`src/rtl/divrate_sync.sv`:
```
module divrate_sync #(
  parameter int DIV_W   = 3,
  parameter int RST_DIV = 4
) (
  input  logic             clk_i,
  input  logic             rst_ni,
  input  logic             async_i,
  input  logic [DIV_W-1:0] div_sel_i,
  output logic             sync_o,
  output logic             tick_o
);

  localparam logic [DIV_W-1:0] MinDiv = DIV_W'(2);
  localparam logic [DIV_W-1:0] RstDiv = DIV_W'(RST_DIV);

  logic [DIV_W-1:0] cnt_q, ratio_q, sel_ok;
  logic             cap_q, mid_q, out_q, wrap;

  assign sel_ok = (div_sel_i < MinDiv) ? MinDiv : div_sel_i;
  assign wrap   = (cnt_q == ratio_q - DIV_W'(1));

  always_ff @(posedge clk_i or negedge rst_ni) begin
    if (!rst_ni) begin
      cnt_q   <= '0;
      ratio_q <= RstDiv;
    end else if (wrap) begin
      cnt_q   <= '0;
      ratio_q <= sel_ok;
    end else begin
      cnt_q   <= cnt_q + DIV_W'(1);
    end
  end

  always_ff @(posedge clk_i or negedge rst_ni) begin
    if (!rst_ni) cap_q <= 1'b0;
    else         cap_q <= async_i;
  end

  always_ff @(posedge clk_i or negedge rst_ni) begin
    if (!rst_ni) begin
      mid_q <= 1'b0;
      out_q <= 1'b0;
    end else if (wrap) begin
      mid_q <= cap_q;
      out_q <= mid_q;
    end
  end

  assign sync_o = out_q;
  assign tick_o = wrap;

endmodule

```
`config.mk`:
```
export PLATFORM = sky130hd
export DESIGN_NAME = divrate_sync
export DESIGN_NICKNAME = d
export VERILOG_FILES = /design/src/rtl/divrate_sync.sv
export SDC_FILE = /design/constraint.sdc
export NUM_CORES = 1
export LEC_CHECK = 0
export BUFFER_PORTS_ARGS = -buffer_cell sky130_fd_sc_hd__buf_2
export CAP_MARGIN = 20
export CELL_PAD_IN_SITES_DETAIL_PLACEMENT = 1
export CELL_PAD_IN_SITES_GLOBAL_PLACEMENT = 2
export CORE_MARGIN = 8
export CORE_UTILIZATION = 34
export DETAILED_ROUTE_END_ITERATION = 7
export PLACE_DENSITY_LB_ADDON = 0.3
export SYNTH_ARGS = -nofsm -noshare
export SYNTH_HDL_FRONTEND = slang
export SYNTH_SLANG_ARGS = --single-unit
export TNS_END_PERCENT = 100
```
`constraint.sdc`:
```
create_clock -name clk_i -period 2.7 [get_ports clk_i]
set_input_delay 0.54 -clock clk_i [delete_from_list [all_inputs] [get_ports clk_i]]
set_output_delay 0.54 -clock clk_i [all_outputs]
set_load 0.1 [all_outputs]
```
## After elaboration in Yosys (flattened, before gate mapping)

Index checks and enable logic that the tools add are counted.

- Register bits: 9
- Input bits: 6
- Output and inout port bits: 2

- Add/sub/neg operators: 2
- Order comparisons: 1
- Equality and inequality tests: 1
- Mux-type cells: 2

Operators by type and width:

| operator | count |
|---|---|
| 3-bit 2-to-1 mux | 2 |
| 3-bit by 1-bit adder with 3-bit output (second input constant) | 1 |
| 3-bit equality test | 1 |
| 3-bit by 2-bit less-than comparator with 1-bit output (second input constant) | 1 |
| 3-bit by 1-bit subtractor with 3-bit output (second input constant) | 1 |

## Depth between registers and ports, before layout

Gate-level depths: netlist (run 1).

- Word-level depth: 3
- Mapped depth: 6
- Mapped depth without buffers: 5

## Worst setup path before layout (run 1)

No wires, ideal clock.

- Path kind: reg2out
- From: register ratio_q[0]
- To: output tick_o
- Arrival time: 1.817 ns
- Required time: 2.160 ns
- Setup slack: 0.343 ns
- Cell stages (with the launch flop): 7
- Buffers on the path: 1
- Cell sequence: dfrtp_1 -> inv_1 -> ha_1 -> xor3_1 -> or3_1 -> buf_6 -> inv_2

- Longest elaborated chain between the ends: 2

RTL lines:

| element | RTL line | source |
|---|---|---|
| start: declaration | 16 | `logic [DIV_W-1:0] cnt_q, ratio_q, sel_ok;` |
| start signal: assignment | 25 | `ratio_q <= RstDiv;` |
| start signal: assignment | 28 | `ratio_q <= sel_ok;` |
| 3-bit by 1-bit subtractor with 3-bit output | 20 | `assign wrap = (cnt_q == ratio_q - DIV_W'(1));` |
| 3-bit equality test | 20 |  |
| end: declaration | 10 | `output logic tick_o` |

Every way passes these cells.

## Final worst setup path (run 1)

Same ends and word-level chain as after synthesis.

==> results of run 1 <==
==> sequential cells by signal, summed over array words and instances (netlist names) <==
register and count:
cnt_q 3, ratio_q 3, cap_q 1, sync_o 1, mid_q 1
==> critical path, delay by kind of cell, from the launching register on <==
family	cells	cell delay, ps
simple gates	1	430
flops	1	420
buf+inv	3	330
xor+xnor	1	290
fa+ha+maj	1	270
==> metal layers <==
metal / up-vias / routed length [um]
met4: 0 / 21
met2: 11 / 469
met5: - / 0
met1: 159 / 407
met3: 4 / 96
li1: 164 / -
==> per-stage QoR <==
| stage | hold slack (ps) | cells |
|---|---|---|
| 6_report | 114 | 66 |
| 5_1_grt | 102 | 66 |
| 4_1_cts | 107 | 66 |
| 3_5_place_dp | 400 | 62 |
| 3_3_place_gp | 401 | 62 |
| 2_1_floorplan | 244 | 40 |
==> cell families after synthesis <==
family                   after synthesis
multiplexers                           3
XOR/XNOR                               6
flip-flops                             9
AND/OR/NAND/NOR                        7
AO/OA/AOI/OAI                          7
adder cells (fa/ha/maj)                2
buffers and inverters                  6
==> worst max-delay path by stage <==
stage                     cells after the start  endpoint        from  slack (ps)
final                                         6    tick_o  ratio_q[0]         150
after global placement                        6    tick_o  ratio_q[0]         490
after global routing                          6    tick_o  ratio_q[0]          60
after CTS                                     6    tick_o  ratio_q[0]         140
after floorplan                               6    tick_o  ratio_q[0]         340
after detailed placement                      6    tick_o  ratio_q[0]         440
==> cells in the mapped netlist, drive strengths merged <==
| library cell | count | share of area |
|---|---|---|
| dfrtp | 8 | 0.41 |
| inv | 5 | 0.038 |
| xnor2 | 3 | 0.053 |
| ha | 2 | 0.051 |
| mux2 | 2 | 0.061 |
| nor2b | 2 | 0.025 |
| nor3b | 2 | 0.031 |
| o31ai | 2 | 0.031 |
| xor2 | 2 | 0.036 |
| and2 | 1 | 0.013 |
| buf | 1 | 0.023 |
| dfstp | 1 | 0.053 |
| mux2i | 1 | 0.020 |
| nor3 | 1 | 0.010 |
| o21a | 1 | 0.015 |
| o22a | 1 | 0.018 |
| o2bb2ai | 1 | 0.018 |
| o311ai | 1 | 0.018 |
| o31a | 1 | 0.018 |
| or3 | 1 | 0.013 |
| xor3 | 1 | 0.048 |
==> cell type report <==
| cell class | count | area (sq um) | area share |
|---|---|---|---|
| Clock buffer | 3 | 22.5 | 0.0385 |
| Clock inverter | 1 | 5.00 | 0.00857 |
| Timing Repair Buffer | 8 | 57.6 | 0.0985 |
| Tap cell | 15 | 18.8 | 0.0321 |
| Inverter | 5 | 18.8 | 0.0321 |
| Sequential cell | 9 | 226 | 0.388 |
| Multi-Input combinational cell | 25 | 235 | 0.403 |
==> impl_metrics.json, run 1 <==
{
  "status": "finished, final reports clean",
  "fin_crit_sh": 0.943,
  "grt_use_met2": 0.118,
  "antenna_cells": 0,
  "coreArea_sq_um": 1330,
  "cp.required_ps": 2160,
  "drive_gt1_frac": 0.314,
  "postLayoutSetupSlackWorst_ps": 154,
  "cts_max_level": 1,
  "drv_cap": 0,
  "ys_warn_count": 0,
  "grt_util_met1": 0.0852,
  "crit_chain": "inv_1, ha_1, xor3_1, or3_1, inv_2, buf_12",
  "antenna_found_initial": 0,
  "ys_types": 22,
  "synth_top_family_by_area": "XOR/XNOR gates",
  "track_usage": 0.0855,
  "ff2ff_path_depth": 6,
  "rsz0062_at_grt": "no",
  "num_io_pins": 8,
  "routed_wl_um": 995,
  "tightest_slew_ps": 561,
  "cp-end-kind": "output pin",
  "hold_viol": 0,
  "drt_iter0_markers": 0,
  "synth_compound_area_frac": 0.117,
  "final_common_cell": "dfrtp_1",
  "post-route-util": 0.438,
  "cts_tree": "built",
  "timing.slew.headroom": 0.623,
  "r2r_slack_ps": 630,
  "crit_path_max_incr_delay_ps": 430,
  "grt-busiest-layer": "met2",
  "reg2reg_from": "ratio_q[0]",
  "route.antenna.remaining_nets": 0,
  "finalSetupViolations": 0,
  "syn_inst": 40,
  "critical_path_peak_fanout": 4,
  "final_cell_mix": "8 x dfrtp_1, 6 x buf_2, 4 x inv_1, 3 x xnor2_1, 3 x clkbuf_4",
  "synth.avg_cell_area_sq_um": 12.3,
  "final_nets": 60,
  "hold_buffers": 0,
  "die_h_um": 54.0,
  "clk_latency_ps": 260,
  "dieArea_sq_um": 2920,
  "hold_class": "input port to asynchronous set/reset pin",
  "grt_pass1_wl_mm": 1.70,
  "rr_endpoint": "sync_o",
  "place_area_sq_um": 557,
  "cts_setup_buffers": 0,
  "syn_to_final_growth_pct": 18.8,
  "post_drt_wl_per_cell_um": 15.1,
  "cp.arrival_ps": 2010,
  "startpoint_type": "register",
  "cts.sink_count": 9,
  "crit_type": "register to output pin",
  "place_congestion": 0.743,
  "die_w_um": 54.0,
  "dr_total_vias": 338,
  "min_period_ps": 2550,
  "grt_pass1_vias": 357,
  "clock.fmax_mhz": 393,
  "std_cell_rows": 13,
  "synth_fa_ha_area_frac": 0.0509,
  "clock-root-buffer": "clkbuf_4",
  "ctsResizeCount": 0,
  "finClkSkew_ps": 0.457,
  "synth_fp_nets": 48,
  "synth_area_sq_um": 492,
  "tns_ps": 0,
  "slowest_stage": "or3_1",
  "drc_errors": 0,
  "post-place-ws_ps": 444,
  "synth.area.mux_share": 0.0814,
  "clk_pin_slew_ps": 60,
  "grt_use_met3": 0.0771,
  "dpl.hpwl_um": 805,
  "cts_buffers": 3,
  "port_buffers": 7,
  "vias_per_cell": 5.12,
  "fillers": 152,
  "final_area_sq_um": 584,
  "synth_xor_area_frac": 0.137,
  "synth-seq-cells": 9,
  "synth_seq_area_share": 0.461,
  "dr.pass1.iters": 1,
  "grt-ovfl-total": 0,
  "synthSimpleGateAreaFrac": 0.0916,
  "finalMaxSlewViolations": 0,
  "cts_buffer_depth": 2,
  "start_util": 0.369,
  "grt_max_degree": 10
}
Power of run 1 is left out: the tool's default activity adds up to more than one toggle a clock period on the data nets, which glitch-free logic cannot reach.
==> run 2, diff against run 1 <==
clock period = 2.86 ns   (was 2.7 ns; I/O delays follow)
==> impl_metrics.json, run 2 (synthesized netlist as in run 1, its figures left out) <==
{
  "startpoint_type": "register",
  "r2r_slack_ps": 830,
  "drv_cap": 0,
  "cp.required_ps": 2290,
  "rsz0062_at_grt": "no",
  "clock.fmax_mhz": 369,
  "hold_viol": 0,
  "drive_gt1_frac": 0.300,
  "track_usage": 0.0876,
  "cp-end-kind": "output pin",
  "tns_ps": 0,
  "dieArea_sq_um": 2920,
  "timing.slew.headroom": 0.628,
  "cts_max_level": 1,
  "cts_buffer_depth": 2,
  "num_io_pins": 8,
  "post_drt_wl_per_cell_um": 15.7,
  "reg_top3": "cnt_q x3, ratio_q x3",
  "status": "finished, final reports clean",
  "grt_pass1_vias": 406,
  "cp.arrival_ps": 2140,
  "min_period_ps": 2710,
  "vias_per_cell": 5.08,
  "coreArea_sq_um": 1330,
  "grt_max_degree": 10,
  "start_util": 0.369,
  "cts.sink_count": 9,
  "dpl.hpwl_um": 844,
  "route.antenna.remaining_nets": 0,
  "grt_pass1_wl_mm": 1.80,
  "cts_tree": "built",
  "dr.pass1.iters": 2,
  "hold_class": "input port to asynchronous set/reset pin",
  "die_w_um": 54.0,
  "syn_to_final_growth_pct": 17.3,
  "crit_type": "register to output pin",
  "finalSetupViolations": 0,
  "drt_iter0_markers": 3,
  "finClkSkew_ps": 2.06,
  "final_nets": 59,
  "place_congestion": 0.763,
  "finalMaxSlewViolations": 0,
  "ctsResizeCount": 0,
  "fin_crit_sh": 0.949,
  "hold_buffers": 0,
  "seqCellArea_sq_um": 226,
  "drc_errors": 0,
  "die_h_um": 54.0,
  "clk_pin_slew_ps": 60,
  "clock-root-buffer": "clkbuf_4",
  "routed_wl_mm": 1.02,
  "dr_total_vias": 330,
  "multi_input_area_sq_um": 235,
  "tightest_slew_ps": 554,
  "cts_setup_buffers": 0,
  "final_common_cell": "dfrtp_1",
  "critical_path_peak_fanout": 6,
  "antenna_cells": 0,
  "std_cell_rows": 13,
  "clk_latency_ps": 270,
  "final_cell_mix": "8 x dfrtp_1, 6 x buf_2, 4 x inv_1, 3 x xnor2_1, 3 x clkbuf_4",
  "cts_buffers": 3,
  "antenna_found_initial": 0,
  "port_buffers": 7,
  "grt-ovfl-total": 0,
  "fillers": 152
}
run 2: cell count changes in the layout (fill, tap and decap cells not counted), sizes merged:
cell and delta:
buf -1
run 2: cell type report:
cell class / instances / share of cell area
Sequential cell: 9 / 0.393
Multi-Input combinational cell: 25 / 0.408
Clock inverter: 1 / 0.00868
Tap cell: 15 / 0.0325
Inverter: 5 / 0.0325
Clock buffer: 3 / 0.0390
Timing Repair Buffer: 7 / 0.0868
run 2: critical path: stages, from the launching register on:
cell and delay, ps:
dfrtp_1 410, inv_1 70, ha_1 270, xor3_1 300
or3_1 530, inv_2 120, buf_12 170
run 2: final timing paths:
kind                       startpoint         end  cells past startpoint
max reg2reg                ratio_q[0]       mid_q                      5
min                            rst_ni    cnt_q[2]                      1
min reg2reg                     cap_q       mid_q                      1
max                        ratio_q[0]      tick_o                      6
min in group clk_i            async_i       cap_q                      1
max in group asynchronous      rst_ni  ratio_q[2]                      1
run 2: metal layers:
layer	vias to the layer above	global-route usage	wire, um
met5	-	0	0
met4	0	0.0246	6
met3	2	0.0551	70
met2	8	0.151	549
met1	161	0.0865	394
li1	159	-	-
run 2: per-stage QoR:
step | worst slack (ps) | instances | cell area (sq um) | hold WS, ps | util
after floorplan | 471 | 40 | 492 | 276 | -
after global placement | 480 | 61 | 549 | 433 | 0.412
after detailed placement | 417 | 61 | 549 | 436 | 0.412
after CTS | 117 | 65 | 577 | 143 | 0.432
after global routing | 11.8 | 65 | 577 | 153 | 0.432
final | 147 | 65 | 577 | 140 | 0.432
Power of run 2 is left out for the same reason.
==> run 3, diff against run 2 <==
RECOVER_POWER = 50   (was default)
==> impl_metrics.json, run 3 (synthesized netlist as in run 1, its figures left out) <==
{
  "status": "finished, final reports clean",
  "track_usage": 0.0876,
  "tns_ps": 0,
  "cts_setup_buffers": 0,
  "port_buffers": 7,
  "clock.fmax_mhz": 369,
  "fin_crit_sh": 0.949,
  "min_period_ps": 2710,
  "fillers": 150,
  "rsz0062_at_grt": "no",
  "syn_to_final_growth_pct": 17.0,
  "cts_max_level": 1,
  "antenna_found_initial": 0,
  "die_h_um": 54.0,
  "post_drt_wl_per_cell_um": 15.7,
  "dieArea_sq_um": 2920,
  "std_cell_rows": 13,
  "drt_iter0_markers": 3,
  "tightest_slew_ps": 554,
  "ctsResizeCount": 0,
  "crit_type": "register to output pin",
  "die_w_um": 54.0,
  "drc_errors": 0,
  "cp.required_ps": 2290,
  "drive_gt1_frac": 0.280,
  "clk_latency_ps": 270,
  "hold_viol": 0,
  "final_nets": 59,
  "cp-end-kind": "output pin",
  "dpl.hpwl_um": 844,
  "drv_cap": 0,
  "cts.sink_count": 9,
  "final_cell_mix": "8 x dfrtp_1, 5 x buf_2, 4 x inv_1, 3 x xnor2_1, 3 x clkbuf_4",
  "dr.pass1.iters": 2,
  "antenna_cells": 0,
  "grt-ovfl-total": 0,
  "place_congestion": 0.763,
  "start_util": 0.369,
  "clock-root-buffer": "clkbuf_4",
  "coreArea_sq_um": 1330,
  "route.antenna.remaining_nets": 0,
  "grt_pass1_vias": 406,
  "cp.arrival_ps": 2140,
  "startpoint_type": "register",
  "reg_top3": "cnt_q x3, ratio_q x3",
  "final_common_cell": "dfrtp_1",
  "critical_path_peak_fanout": 6,
  "cts_buffer_depth": 2,
  "finalSetupViolations": 0,
  "finalMaxSlewViolations": 0,
  "timing.slew.headroom": 0.628,
  "cts_tree": "built",
  "grt_pass1_wl_mm": 1.80,
  "clk_pin_slew_ps": 60,
  "cts_buffers": 3,
  "routed_wl_mm": 1.02,
  "finClkSkew_ps": 2.13,
  "hold_class": "input port to asynchronous set/reset pin",
  "vias_per_cell": 5.06,
  "num_io_pins": 8,
  "hold_buffers": 0,
  "dr_total_vias": 329,
  "grt_max_degree": 10
}
## run 3: worst paths after layout
check,from,to,slack (ps),depth (start not counted)
max,ratio_q[0],tick_o,150,6
min,rst_ni,cnt_q[2],230,1
max reg2reg,ratio_q[0],mid_q,830,5
min reg2reg,cap_q,mid_q,490,1
max in group asynchronous,rst_ni,ratio_q[2],2280,1
min in group clk_i,async_i,cap_q,420,1
## run 3: layout make-up
type | count | area, sq um | area share
clock buffers | 3 | 22.5 | 0.0391
well taps | 15 | 18.8 | 0.0326
repair buffers | 7 | 48.8 | 0.0848
multi-input cells | 25 | 235 | 0.409
clock inverters | 1 | 5.00 | 0.00870
flip-flops and latches | 9 | 226 | 0.393
inverters | 5 | 18.8 | 0.0326
## run 3: through the flow
step,hold slack (ps),worst slack [ps],util,std cells,area (sq um)
2_1_floorplan,276,471,-,40,492
4_1_cts,143,117,0.432,65,577
6_report,229,147,0.432,65,576
3_3_place_gp,433,480,0.412,61,549
3_5_place_dp,436,417,0.412,61,549
5_1_grt,272,11.8,0.432,65,576
## run 3: routing by layer
metal,wire length [um],track usage,up-vias
met4,6,0.0246,0
met5,0,0,-
met2,562,0.151,8
met3,68,0.0551,2
met1,383,0.0865,160
li1,-,-,159
## run 3: critical path, cell delays in order (launching register included)
cell	delay [ps]
dfrtp_1	410
inv_1	70
ha_1	270
xor3_1	300
or3_1	530
inv_2	120
buf_12	170
Power of run 3 is left out for the same reason.
